### src/rtl/pulse_filter_delay.sv
module pulse_filter_delay #(
  parameter int W = 8,
  parameter int DMAX = 16,
  parameter logic [W-1:0] INIT_VAL = '0,
  localparam int DW = $clog2(DMAX + 1)
) (
  input  logic          clk,
  input  logic          rst,
  input  logic [W-1:0]  din,
  input  logic [DW-1:0] cfg_delay,
  input  logic [DW-1:0] cfg_reject,
  input  logic          cfg_reject_from_delay,
  input  logic          cfg_inertial,
  output logic [W-1:0]  dout,
  output logic          cfg_err
);

  logic [W-1:0]  hist [DMAX];
  logic [W-1:0]  nxt  [DMAX];
  logic [W-1:0]  cand, q;
  logic [DW-1:0] d_eff, r_raw, r_eff;
  logic          d_bad, r_bad, run_ok, err_q;

  assign d_bad = (cfg_delay == '0) || (cfg_delay > DW'(DMAX));
  assign d_eff = (cfg_delay == '0)        ? DW'(1) :
                 (cfg_delay > DW'(DMAX))  ? DW'(DMAX) : cfg_delay;
  assign r_raw = cfg_reject_from_delay ? d_eff : cfg_reject;
  assign r_bad = r_raw > d_eff;
  assign r_eff = r_bad ? d_eff : r_raw;

  always_comb begin
    nxt[0] = din;
    for (int k = 1; k < DMAX; k++) nxt[k] = hist[k-1];
  end

  always_comb begin
    cand = nxt[0];
    for (int k = 0; k < DMAX; k++)
      if (k == int'(d_eff) - 1) cand = nxt[k];
  end

  always_comb begin
    run_ok = 1'b1;
    for (int k = 0; k < DMAX; k++)
      if (k >= int'(d_eff) - int'(r_eff) && k < int'(d_eff) && nxt[k] != cand)
        run_ok = 1'b0;
  end

  always_ff @(posedge clk) begin
    if (rst) begin
      for (int k = 0; k < DMAX; k++) hist[k] <= INIT_VAL;
      q     <= INIT_VAL;
      err_q <= 1'b0;
    end else begin
      for (int k = 0; k < DMAX; k++) hist[k] <= nxt[k];
      if (!cfg_inertial || run_ok) q <= cand;
      err_q <= err_q | d_bad | r_bad;
    end
  end

  assign dout    = q;
  assign cfg_err = err_q;

endmodule

### config.mk
export PLATFORM = sky130hd
export DESIGN_NAME = pulse_filter_delay
export DESIGN_NICKNAME = d
export VERILOG_FILES = /design/src/rtl/pulse_filter_delay.sv
export SDC_FILE = /design/constraint.sdc
export NUM_CORES = 1
export LEC_CHECK = 0
export ABC_AREA = 1
export BUFFER_PORTS_ARGS = -buffer_cell sky130_fd_sc_hd__buf_2
export CAP_MARGIN = 10
export CORE_ASPECT_RATIO = 0.8
export CORE_MARGIN = 2
export CORE_UTILIZATION = 55
export CTS_CLUSTER_SIZE = 12
export DETAILED_ROUTE_END_ITERATION = 8
export PLACE_DENSITY = 0.79
export SLEW_MARGIN = 0
export SYNTH_ARGS = -nofsm -noshare
export SYNTH_HDL_FRONTEND = slang
export SYNTH_SLANG_ARGS = --single-unit
### constraint.sdc
create_clock -name clk -period 8.05 [get_ports clk]
set_clock_uncertainty 0.2 [all_clocks]
set_input_delay 1.61 -clock clk [delete_from_list [all_inputs] [get_ports clk]]
set_output_delay 1.61 -clock clk [all_outputs]
set_load 0.01 [all_outputs]
==> results.py, run 1 <==
metrics = {
    "place": {
        "dpl.hpwl_mm": 18.43,
        "port_buffers": 30,
        "place_area_mm2": 0.008407,
        "place_congestion": 1.047,
    },
    "layout": {
        "drive_gt1_frac": 0.08163,
        "syn_to_final_growth_pct": 9.559,
        "final_cell_mix": "nand2_1, nor2_1, inv_1",
        "stdcell_area_mm2": 0.008991,
        "multi_input_area_mm2": 0.004612,
        "seqCellArea_mm2": 0.002582,
        "fillers": 1388,
        "final_common_cell": "nand2_1",
        "n_antenna_cell": 0,
        "fin_nets": 1443,
    },
    "clock_network": {
        "cts.path.max_buffers": 2,
        "path_clk_slew_ns": 0.06,
        "post-cts-setup-buffer-count": 0,
        "cts_tree": "built",
        "cts-htree-levels": 4,
        "clk_latency_ns": 0.43,
        "cts_resized": 0,
        "cts_hold_buffers": 0,
        "root_buffer": "clkbuf_16",
        "numCtsBuffers": 17,
        "cts.sinks": 129,
    },
    "timing": {
        "relSlewSlack": 0.4731,
        "rsz0062_at_grt": "no",
        "max_freq_mhz": 147.3,
        "min_period_ns": 6.791,
        "post-route-period-util": 0.8436,
        "hold_ws_ns": 0.2598,
        "tns_ns": 0,
        "setup_viol": 0,
        "slew_viol_final": 0,
        "worst_slew_pin_slew_ns": 0.7874,
        "final-hold-violation-count": 0,
    },
    "setup_path": {
        "worstPathMaxFanout": 15,
        "cp_slowest_stage_delay_ns": 0.41,
        "worstSetupStartpointType": "input pin",
        "r2r-start": "hist[0][4]",
        "critical_path_class": "in2reg",
        "r2r_setup_slack_ns": 4.09,
        "worstPathRequired_ns": 8.22,
        "critPathCaptureType": "flip-flop",
        "r2r_end": "dout[2]",
        "critPathMostFrequentCell": "nand2_1",
        "cp_slowest_cell": "o21ai_0",
        "reg2regPathDepth": 29,
        "cp.arrival_ns": 6.96,
    },
    "detailed_routing": {
        "antenna_left": 0,
        "dr.pass1.iters": 6,
        "drtIter0Drc": 846,
        "wl_per_cell_um": 15.56,
        "drt_wl_total_mm": 24.97,
        "vias": 8628,
        "via_per_inst": 5.376,
        "drc": 0,
    },
    "grt": {
        "grt_max_degree": 67,
        "grt_usage": 0.3276,
        "grt_pass1_wl_mm": 41.14,
        "grt-ovfl-total": 0,
        "grt_pass1_vias": 8006,
        "antenna_found_initial": 0,
    },
    "power_and_ir_drop": {
        "swShare": 0.3609,
        "intPower_mw": 1.278,
        "pwr-share-seq": 0.328,
        "comb_power_share": 0.286,
        "ir_drop_uv": 149.5,
        "finalPower_mw": 2.000,
        "powerDensity_mw_per_mm2": 222.4,
        "clkPwrFrac": 0.386,
        "switching_power_mw": 0.7217,
        "leakage_nw": 4.384,
    },
    "hold_path": {
        "whs_path_depth": 2,
        "holdPathEnd": "hist[1][50]",
        "hp-start": "hist[1][42]",
        "hp-class": "reg2reg",
    },
    "logic_synthesis": {
        "seq_area_frac_synth": 0.3147,
        "ys_ff_latch": 129,
        "avgSynthCellArea_um2": 5.879,
        "ys_types": 38,
        "ys_warn_count": 0,
        "syn_inst": 1396,
        "syn_nets": 1431,
        "netlist_area_mm2": 0.008207,
    },
    "floorplanning": {
        "die_w_um": 140.6,
        "die_y_um": 113.3,
        "num_io_pins": 31,
        "core_mm2": 0.01444,
        "initial_utilization": 0.5682,
        "die_area_mm2": 0.01592,
        "rows": 39,
    },
    "flow_run": {
        "max_cap_violations": 0,
    },
    "status": {
        "status": "finished clean",
    },
}
[per-layer routing]
layer / up-vias / track usage / part of all wire
met5: - / 0 / 0
met2: 306 / 0.4980 / 0.43
met4: 0 / 0.07067 / 0.012
li1: 4347 / - / -
met1: 3943 / 0.4715 / 0.47
met3: 32 / 0.08252 / 0.088
[state kept, by name, indices dropped and copies added, names as in the netlist]
| register | flops |
|---|---|
| cfg_err | 1 |
| hist | 120 |
| dout | 8 |
[synth_stat cells]
library cell | instances | area (µm²)
nand4_2 | 2 | 25.02
buf_4 | 5 | 37.54
inv_4 | 1 | 6.260
xor2_1 | 17 | 148.9
nor3_1 | 5 | 25.02
fa_1 | 1 | 20.02
xnor2_1 | 1 | 8.760
nor2_4 | 1 | 11.26
nand3_1 | 186 | 930.9
nor2_2 | 3 | 18.77
o21ai_2 | 1 | 8.760
a21oi_2 | 2 | 17.52
a21oi_1 | 54 | 270.3
nand4_1 | 12 | 75.07
nand2_1 | 433 | 1625
nor4_1 | 2 | 12.51
buf_2 | 11 | 55.05
clkinv_1 | 3 | 11.26
buf_6 | 5 | 56.30
ha_1 | 12 | 150.1
inv_2 | 8 | 30.03
a211oi_1 | 4 | 30.03
nor2_8 | 1 | 20.02
nand2_4 | 5 | 56.30
nand3_2 | 2 | 20.02
inv_1 | 193 | 724.4
clkbuf_1 | 23 | 86.33
a311oi_1 | 1 | 8.760
o21ai_0 | 24 | 120.1
a21oi_4 | 1 | 16.27
o21ai_1 | 3 | 15.01
clkinv_2 | 1 | 5.000
nand2_2 | 18 | 112.6
o211ai_1 | 1 | 7.510
nor2_1 | 220 | 825.8
dfxtp_1 | 129 | 2582
or2_2 | 1 | 6.260
a31oi_1 | 4 | 25.02
[how the worst max path moves through the flow]
stage	startpoint	end	slack [ns]	depth (start not counted)
after floorplan	cfg_delay[1]	dout[0]	1.59	36
after global placement	cfg_delay[1]	dout[7]	1.03	35
after detailed placement	cfg_delay[1]	dout[1]	0.90	37
after CTS	cfg_delay[1]	dout[2]	1.31	37
after global routing	cfg_delay[1]	dout[2]	0.60	35
final	cfg_delay[1]	dout[2]	1.26	37
[cells by family (layout without fill, tap and decap cells)]
kind of cell	count (synthesis)	in the layout	synth area share
buffers and inverters	250	275	0.1233
xor gates and xnor gates	18	18	0.01921
and+or+nand+nor	891	891	0.4588
AOI/OAI and AO/OA	95	95	0.06327
adders and majority gates	13	13	0.02073
DFF	129	129	0.3147
[final cells by class]
type / instances / share of cell area
multi-input combinational: 1017 / 0.5129
sequential: 129 / 0.2872
inverter: 206 / 0.08642
clock buffer: 17 / 0.04731
tap: 184 / 0.02561
timing repair buffer: 37 / 0.02282
clock inverter: 15 / 0.01767
[through the flow]
| stage | setup slack, ns | util | std cells |
|---|---|---|---|
| finish | 1.259 | 0.6225 | 1605 |
| CTS | 1.312 | 0.6225 | 1605 |
| global placement | 1.027 | 0.5820 | 1573 |
| floorplan | 1.590 | - | 1396 |
| global route | 0.5987 | 0.6225 | 1605 |
| detailed placement | 0.9010 | 0.5820 | 1573 |
[critical path: cells and delay by family]
kind | cells | cell delay (ns)
simple gates | 19 | 2.30
compound gates | 6 | 1.26
buf+inv | 9 | 1.04
fa+ha+maj | 3 | 0.75
[power groups by stage]
stage                     clock network [mW]  registers (mW)  logic [mW]
after floorplan                            0           0.671       0.421
after global placement                     0           0.669       0.555
after detailed placement                   0           0.669       0.556
after CTS                              0.776           0.655       0.561
after global routing                   0.809           0.657       0.647
final                                  0.772           0.656       0.572
Note: power is estimated with default switching activity, not from simulation.
==> run 2: changes to the inputs <==
==> constraint.sdc (replaced) <==
create_clock -name clk -period 6.6 [get_ports clk]
set_clock_uncertainty 0.2 [all_clocks]
set_input_delay 1.32 -clock clk [delete_from_list [all_inputs] [get_ports clk]]
set_output_delay 1.32 -clock clk [all_outputs]
set_load 0.01 [all_outputs]
==> run 2 against run 1 <==
Against the previous run:
- power increased by 22%
- utilization increased by 1.3 points
- largest cell class unchanged
- register-to-register slack got worse by 1.2 ns
- combinational power increased by 25%
- hold slack got worse by 0.0059 ns
- critical path type unchanged
- global-route usage decreased by 0.60 points
- critical endpoint is now dout[4]
- first-iteration DRC count increased by 8.7%
- via count increased by 1.7%
- sequential share of layout area decreased by 0.58 points
==> results.py, run 2 (same netlist as run 1, synthesis figures left out) <==
metrics = {
    "layout": {
        "stdcell_area_mm2": 0.009175,
        "fin_nets": 1467,
        "top_register": "hist",
        "largest_register_ffs": 120,
        "seqCellArea_mm2": 0.002582,
        "final_common_cell": "nand2_1",
        "final_cell_mix": "nand2_1, nor2_1, inv_1",
        "n_antenna_cell": 0,
        "syn_to_final_growth_pct": 11.80,
        "fillers": 1363,
        "multi_input_area_mm2": 0.004621,
        "drive_gt1_frac": 0.09827,
    },
    "setup_path": {
        "critPathCaptureType": "flip-flop",
        "critPathLaunch": "cfg_delay[1]",
        "reg2regPathDepth": 30,
        "endpoint": "dout[4]",
        "r2r_end": "dout[7]",
        "critical_path_class": "in2reg",
        "cp.arrival_ns": 6.25,
        "worstPathMaxFanout": 9,
        "r2r-start": "hist[0][19]",
        "worstPathRequired_ns": 6.76,
        "r2r_setup_slack_ns": 2.89,
        "worstSetupStartpointType": "input pin",
        "cp_slowest_stage_delay_ns": 0.43,
        "cp_slowest_cell": "fa_1",
    },
    "clock_network": {
        "cts.sinks": 129,
        "cts_tree": "built",
        "root_buffer": "clkbuf_16",
        "path_clk_slew_ns": 0.06,
        "cts-htree-levels": 4,
        "post-cts-setup-buffer-count": 0,
        "cts.path.max_buffers": 2,
        "clk_latency_ns": 0.42,
        "numCtsBuffers": 17,
    },
    "grt": {
        "grt_pass1_vias": 8004,
        "grt_usage": 0.3216,
        "antenna_found_initial": 0,
        "grt-ovfl-total": 0,
        "grt_pass1_wl_mm": 40.40,
        "grt_max_degree": 66,
    },
    "detailed_routing": {
        "via_per_inst": 5.386,
        "vias": 8773,
        "wl_per_cell_um": 15.22,
        "drc": 0,
        "antenna_left": 0,
        "dr.pass1.iters": 6,
        "drt_wl_total_mm": 24.79,
        "drtIter0Drc": 920,
    },
    "timing": {
        "min_period_ns": 6.087,
        "slew_viol_final": 0,
        "post-route-period-util": 0.9222,
        "final-hold-violation-count": 0,
        "max_freq_mhz": 164.3,
        "setup_viol": 0,
        "relSlewSlack": 0.5201,
        "worst_slew_pin_slew_ns": 0.7199,
        "rsz0062_at_grt": "no",
        "tns_ns": 0,
    },
    "floorplanning": {
        "core_mm2": 0.01444,
        "die_y_um": 113.3,
        "initial_utilization": 0.5682,
        "die_w_um": 140.6,
        "num_io_pins": 31,
        "rows": 39,
        "die_area_mm2": 0.01592,
    },
    "flow_run": {
        "max_cap_violations": 0,
    },
    "place": {
        "port_buffers": 30,
        "dpl.hpwl_mm": 18.59,
        "place_area_mm2": 0.008587,
        "place_congestion": 1.069,
    },
    "status": {
        "status": "finished clean",
    },
    "power_and_ir_drop": {
        "powerDensity_mw_per_mm2": 266.2,
        "leakage_nw": 4.500,
        "ir_drop_uv": 179.2,
    },
    "hold_path": {
        "hp-class": "reg2reg",
    },
}
run 2: cell types whose count changed in the layout (fill, tap and decap cells not counted), moves of 2 or more:
cell,change
buf_4,+24
clkinv_2,+3
inv_6,-3
o21ai_0,-2
o21ai_1,+2
run 2: how the worst min path moves through the flow:
| stage | startpoint | end | slack [ns] | depth (start not counted) |
|---|---|---|---|---|
| 2_1_floorplan | hist[0][50] | hist[0][58] | 0.23 | 2 |
| 3_3_place_gp | hist[1][38] | hist[1][46] | 0.24 | 2 |
| 3_5_place_dp | hist[1][30] | hist[1][38] | 0.25 | 2 |
| 4_1_cts | hist[1][38] | hist[1][46] | 0.25 | 2 |
| 5_1_grt | hist[1][33] | hist[1][41] | 0.27 | 2 |
| 6_report | hist[1][38] | hist[1][46] | 0.25 | 2 |
run 2: cell type report:
class,instances,area share
Clock inverter,14,0.01527
Sequential cell,129,0.2815
Multi-Input combinational cell,1017,0.5036
Clock buffer,18,0.04787
Tap cell,184,0.02509
Inverter,206,0.08469
Timing Repair Buffer,61,0.04200
run 2: metal layers:
layer,up-vias,GRT usage,wire (µm)
li1,4389,-,-
met1,3989,0.4563,11300
met2,360,0.4863,10530
met3,35,0.07829,2574
met4,0,0.09600,386
met5,-,0,0
run 2: critical path: cells and delay by family:
family | cells | cell delay, ns
simple gates | 19 | 2.36
fa+ha+maj | 4 | 1.29
compound gates | 5 | 0.76
buf+inv | 4 | 0.43
xor+xnor | 1 | 0.09
run 2: what timing repair did:
action                                  in CTS  in global routing
endpoints found under the setup margin       0                  8
hold endpoints to repair                     0                  0
hold buffers                                 0                  0
gates resized for setup                      0                  4
run 2: through the flow:
stage | setup WS (ns) | utilization | cells | hold WS [ns] | power [mW]
6_report | 0.5134 | 0.6352 | 1629 | 0.2538 | 2.443
5_1_grt | 0.05817 | 0.6352 | 1629 | 0.2738 | 2.577
4_1_cts | 0.5033 | 0.6346 | 1629 | 0.2546 | 2.431
3_5_place_dp | 0.07602 | 0.5945 | 1597 | 0.2491 | 1.509
3_3_place_gp | 0.2213 | 0.5945 | 1597 | 0.2438 | 1.510
2_1_floorplan | 0.4298 | - | 1396 | 0.2285 | 1.331
run 2: power breakdown:
part	total, mW	switching (mW)	internal, mW
Sequential	0.800	0.00760	0.792
Combinational	0.717	0.491	0.226
Clock	0.925	0.362	0.563
Total	2.44	0.861	1.58
==> run 3: changes to the inputs <==
--- a/config.mk
+++ b/config.mk
@@ -6,7 +6,7 @@
 export NUM_CORES = 1
 export LEC_CHECK = 0
 export ABC_AREA = 1
-export BUFFER_PORTS_ARGS = -buffer_cell sky130_fd_sc_hd__buf_2
+export BUFFER_PORTS_ARGS = -buffer_cell sky130_fd_sc_hd__clkbuf_2
 export CAP_MARGIN = 10
 export CORE_ASPECT_RATIO = 0.8
 export CORE_MARGIN = 2
==> run 3 against run 2 <==
Against the previous run:
- count of clock-buffer cells in the layout increased by 1
- first-iteration DRC count fell by 12%
- register-to-register slack gained 0.10 ns
- via count grew 0.56%
- cell area is 0.75% higher
- sequential power about the same
- maximum frequency hardly changed
- combinational power barely moved
- clock power up 14%
- largest cell class unchanged
- largest power group unchanged
==> results.py, run 3 (same netlist as run 1, synthesis figures left out) <==
metrics = {
    "setup_path": {
        "r2r_setup_slack_ns": 2.99,
        "critPathCaptureType": "flip-flop",
        "cp_slowest_cell": "fa_1",
        "reg2regPathDepth": 30,
        "critPathTopFamily": "simple AND/OR/NAND/NOR gates",
        "endpoint": "dout[6]",
        "crit_buf_inv": 5,
        "r2r-start": "hist[0][16]",
        "cp.arrival_ns": 6.25,
        "critPathLaunch": "cfg_delay[1]",
        "cp_num_cells": 34,
        "critPathMostFrequentCell": "nand2_1",
        "worstSetupStartpointType": "input pin",
        "r2r_end": "dout[1]",
        "critical_path_class": "in2reg",
        "cp_slowest_stage_delay_ns": 0.43,
        "worstPathMaxFanout": 9,
        "worstPathRequired_ns": 6.77,
    },
    "hold_path": {
        "hp-class": "reg2reg",
        "whs_path_depth": 2,
        "hp-start": "hist[0][40]",
    },
    "timing": {
        "final-hold-violation-count": 0,
        "post-route-period-util": 0.9216,
        "setup_viol": 0,
        "slew_viol_final": 0,
        "min_period_ns": 6.083,
        "relSlewSlack": 0.5264,
        "worst_slew_pin_slew_ns": 0.7104,
        "rsz0062_at_grt": "no",
        "max_freq_mhz": 164.4,
    },
    "detailed_routing": {
        "antenna_left": 0,
        "dr.pass1.iters": 6,
        "drtIter0Drc": 812,
        "via_per_inst": 5.416,
        "drt_wl_total_mm": 25.09,
        "drc": 0,
        "wl_per_cell_um": 15.40,
        "vias": 8822,
    },
    "power_and_ir_drop": {
        "powerDensity_mw_per_mm2": 277.3,
        "ir_drop_uv": 185.1,
        "intPower_mw": 1.689,
        "leakage_nw": 4.523,
        "pwr-share-seq": 0.312,
        "comb_power_share": 0.280,
        "switching_power_mw": 0.8742,
        "clkPwrFrac": 0.408,
        "swShare": 0.3410,
    },
    "layout": {
        "final_common_cell": "nand2_1",
        "fin_util": 0.6400,
        "final_cell_mix": "nand2_1, nor2_1, inv_1",
        "drive_gt1_frac": 0.09689,
        "top_register": "hist",
        "syn_to_final_growth_pct": 12.64,
        "n_antenna_cell": 0,
        "largest_register_ffs": 120,
        "finalNonFillerCells": 1629,
        "fin_nets": 1467,
    },
    "place": {
        "place_congestion": 1.055,
        "dp.cells": 1597,
        "dpl.hpwl_mm": 18.42,
        "port_buffers": 30,
    },
    "grt": {
        "antenna_found_initial": 0,
        "grt-ovfl-total": 0,
        "grt_pass1_vias": 8023,
        "grt_pass1_wl_mm": 40.14,
        "grt_usage": 0.3202,
        "grt_max_degree": 65,
    },
    "clock_network": {
        "cts.sinks": 129,
        "cts_resized": 0,
        "root_buffer": "clkbuf_16",
        "cts-htree-levels": 4,
        "cts_hold_buffers": 0,
        "numCtsBuffers": 17,
        "clk_latency_ns": 0.43,
        "cts.path.max_buffers": 2,
        "post-cts-setup-buffer-count": 0,
        "path_clk_slew_ns": 0.06,
        "cts_tree": "built",
    },
    "floorplanning": {
        "initial_utilization": 0.5682,
        "core_mm2": 0.01444,
        "rows": 39,
        "die_area_mm2": 0.01592,
        "num_io_pins": 31,
        "die_y_um": 113.3,
        "die_w_um": 140.6,
    },
    "status": {
        "status": "finished clean",
    },
    "flow_run": {
        "max_cap_violations": 0,
    },
}
-- run 3: power groups by stage --
stage / clock network [mW] / logic (mW) / registers (mW)
final: 1.05 / 0.718 / 0.800
after floorplan: 0 / 0.513 / 0.818
after CTS: 1.04 / 0.701 / 0.800
after global placement: 0 / 0.691 / 0.817
after detailed placement: 0 / 0.695 / 0.817
after global routing: 1.08 / 0.804 / 0.801
-- run 3: worst min-delay path by stage --
stage	to
2_1_floorplan	hist[0][58]
3_3_place_gp	hist[1][46]
3_5_place_dp	hist[1][46]
4_1_cts	hist[1][46]
5_1_grt	hist[0][48]
6_report	hist[0][48]
-- run 3: layout make-up --
class | instances | area [µm²]
flip-flops and latches | 129 | 2582
well taps | 184 | 230.2
repair buffers | 61 | 385.4
clock inverters | 13 | 210.2
inverters | 206 | 777.0
fillers | 1350 | 5200
multi-input cells | 1017 | 4626
clock buffers | 19 | 432.9
-- run 3: through the flow --
| step | power, mW | cell area [µm²] | setup WS (ns) | TNS, ns | hold WS, ns |
|---|---|---|---|---|---|
| after floorplan | 1.331 | 8207 | 0.4298 | 0 | 0.2285 |
| after global placement | 1.508 | 8587 | 0.2364 | 0 | 0.2476 |
| after detailed placement | 1.512 | 8587 | -0.01014 | -0.01583 | 0.2521 |
| after CTS | 2.544 | 9230 | 0.4254 | 0 | 0.2627 |
| after global routing | 2.681 | 9244 | 0.04697 | 0 | 0.2744 |
| final | 2.564 | 9244 | 0.5173 | 0 | 0.2628 |
-- run 3: per-layer routing --
layer | global-route usage | up-vias | share of wire
met5 | 0 | - | 0
met4 | 0.09733 | 0 | 0.017
li1 | - | 4398 | -
met1 | 0.4506 | 4007 | 0.46
met3 | 0.06813 | 46 | 0.096
met2 | 0.4961 | 371 | 0.43
-- run 3: tightest hold or removal path: stages, from the launching register on --
cell and delay (ns):
dfxtp_1 0.31, inv_1 0.08, nor2_1 0.04
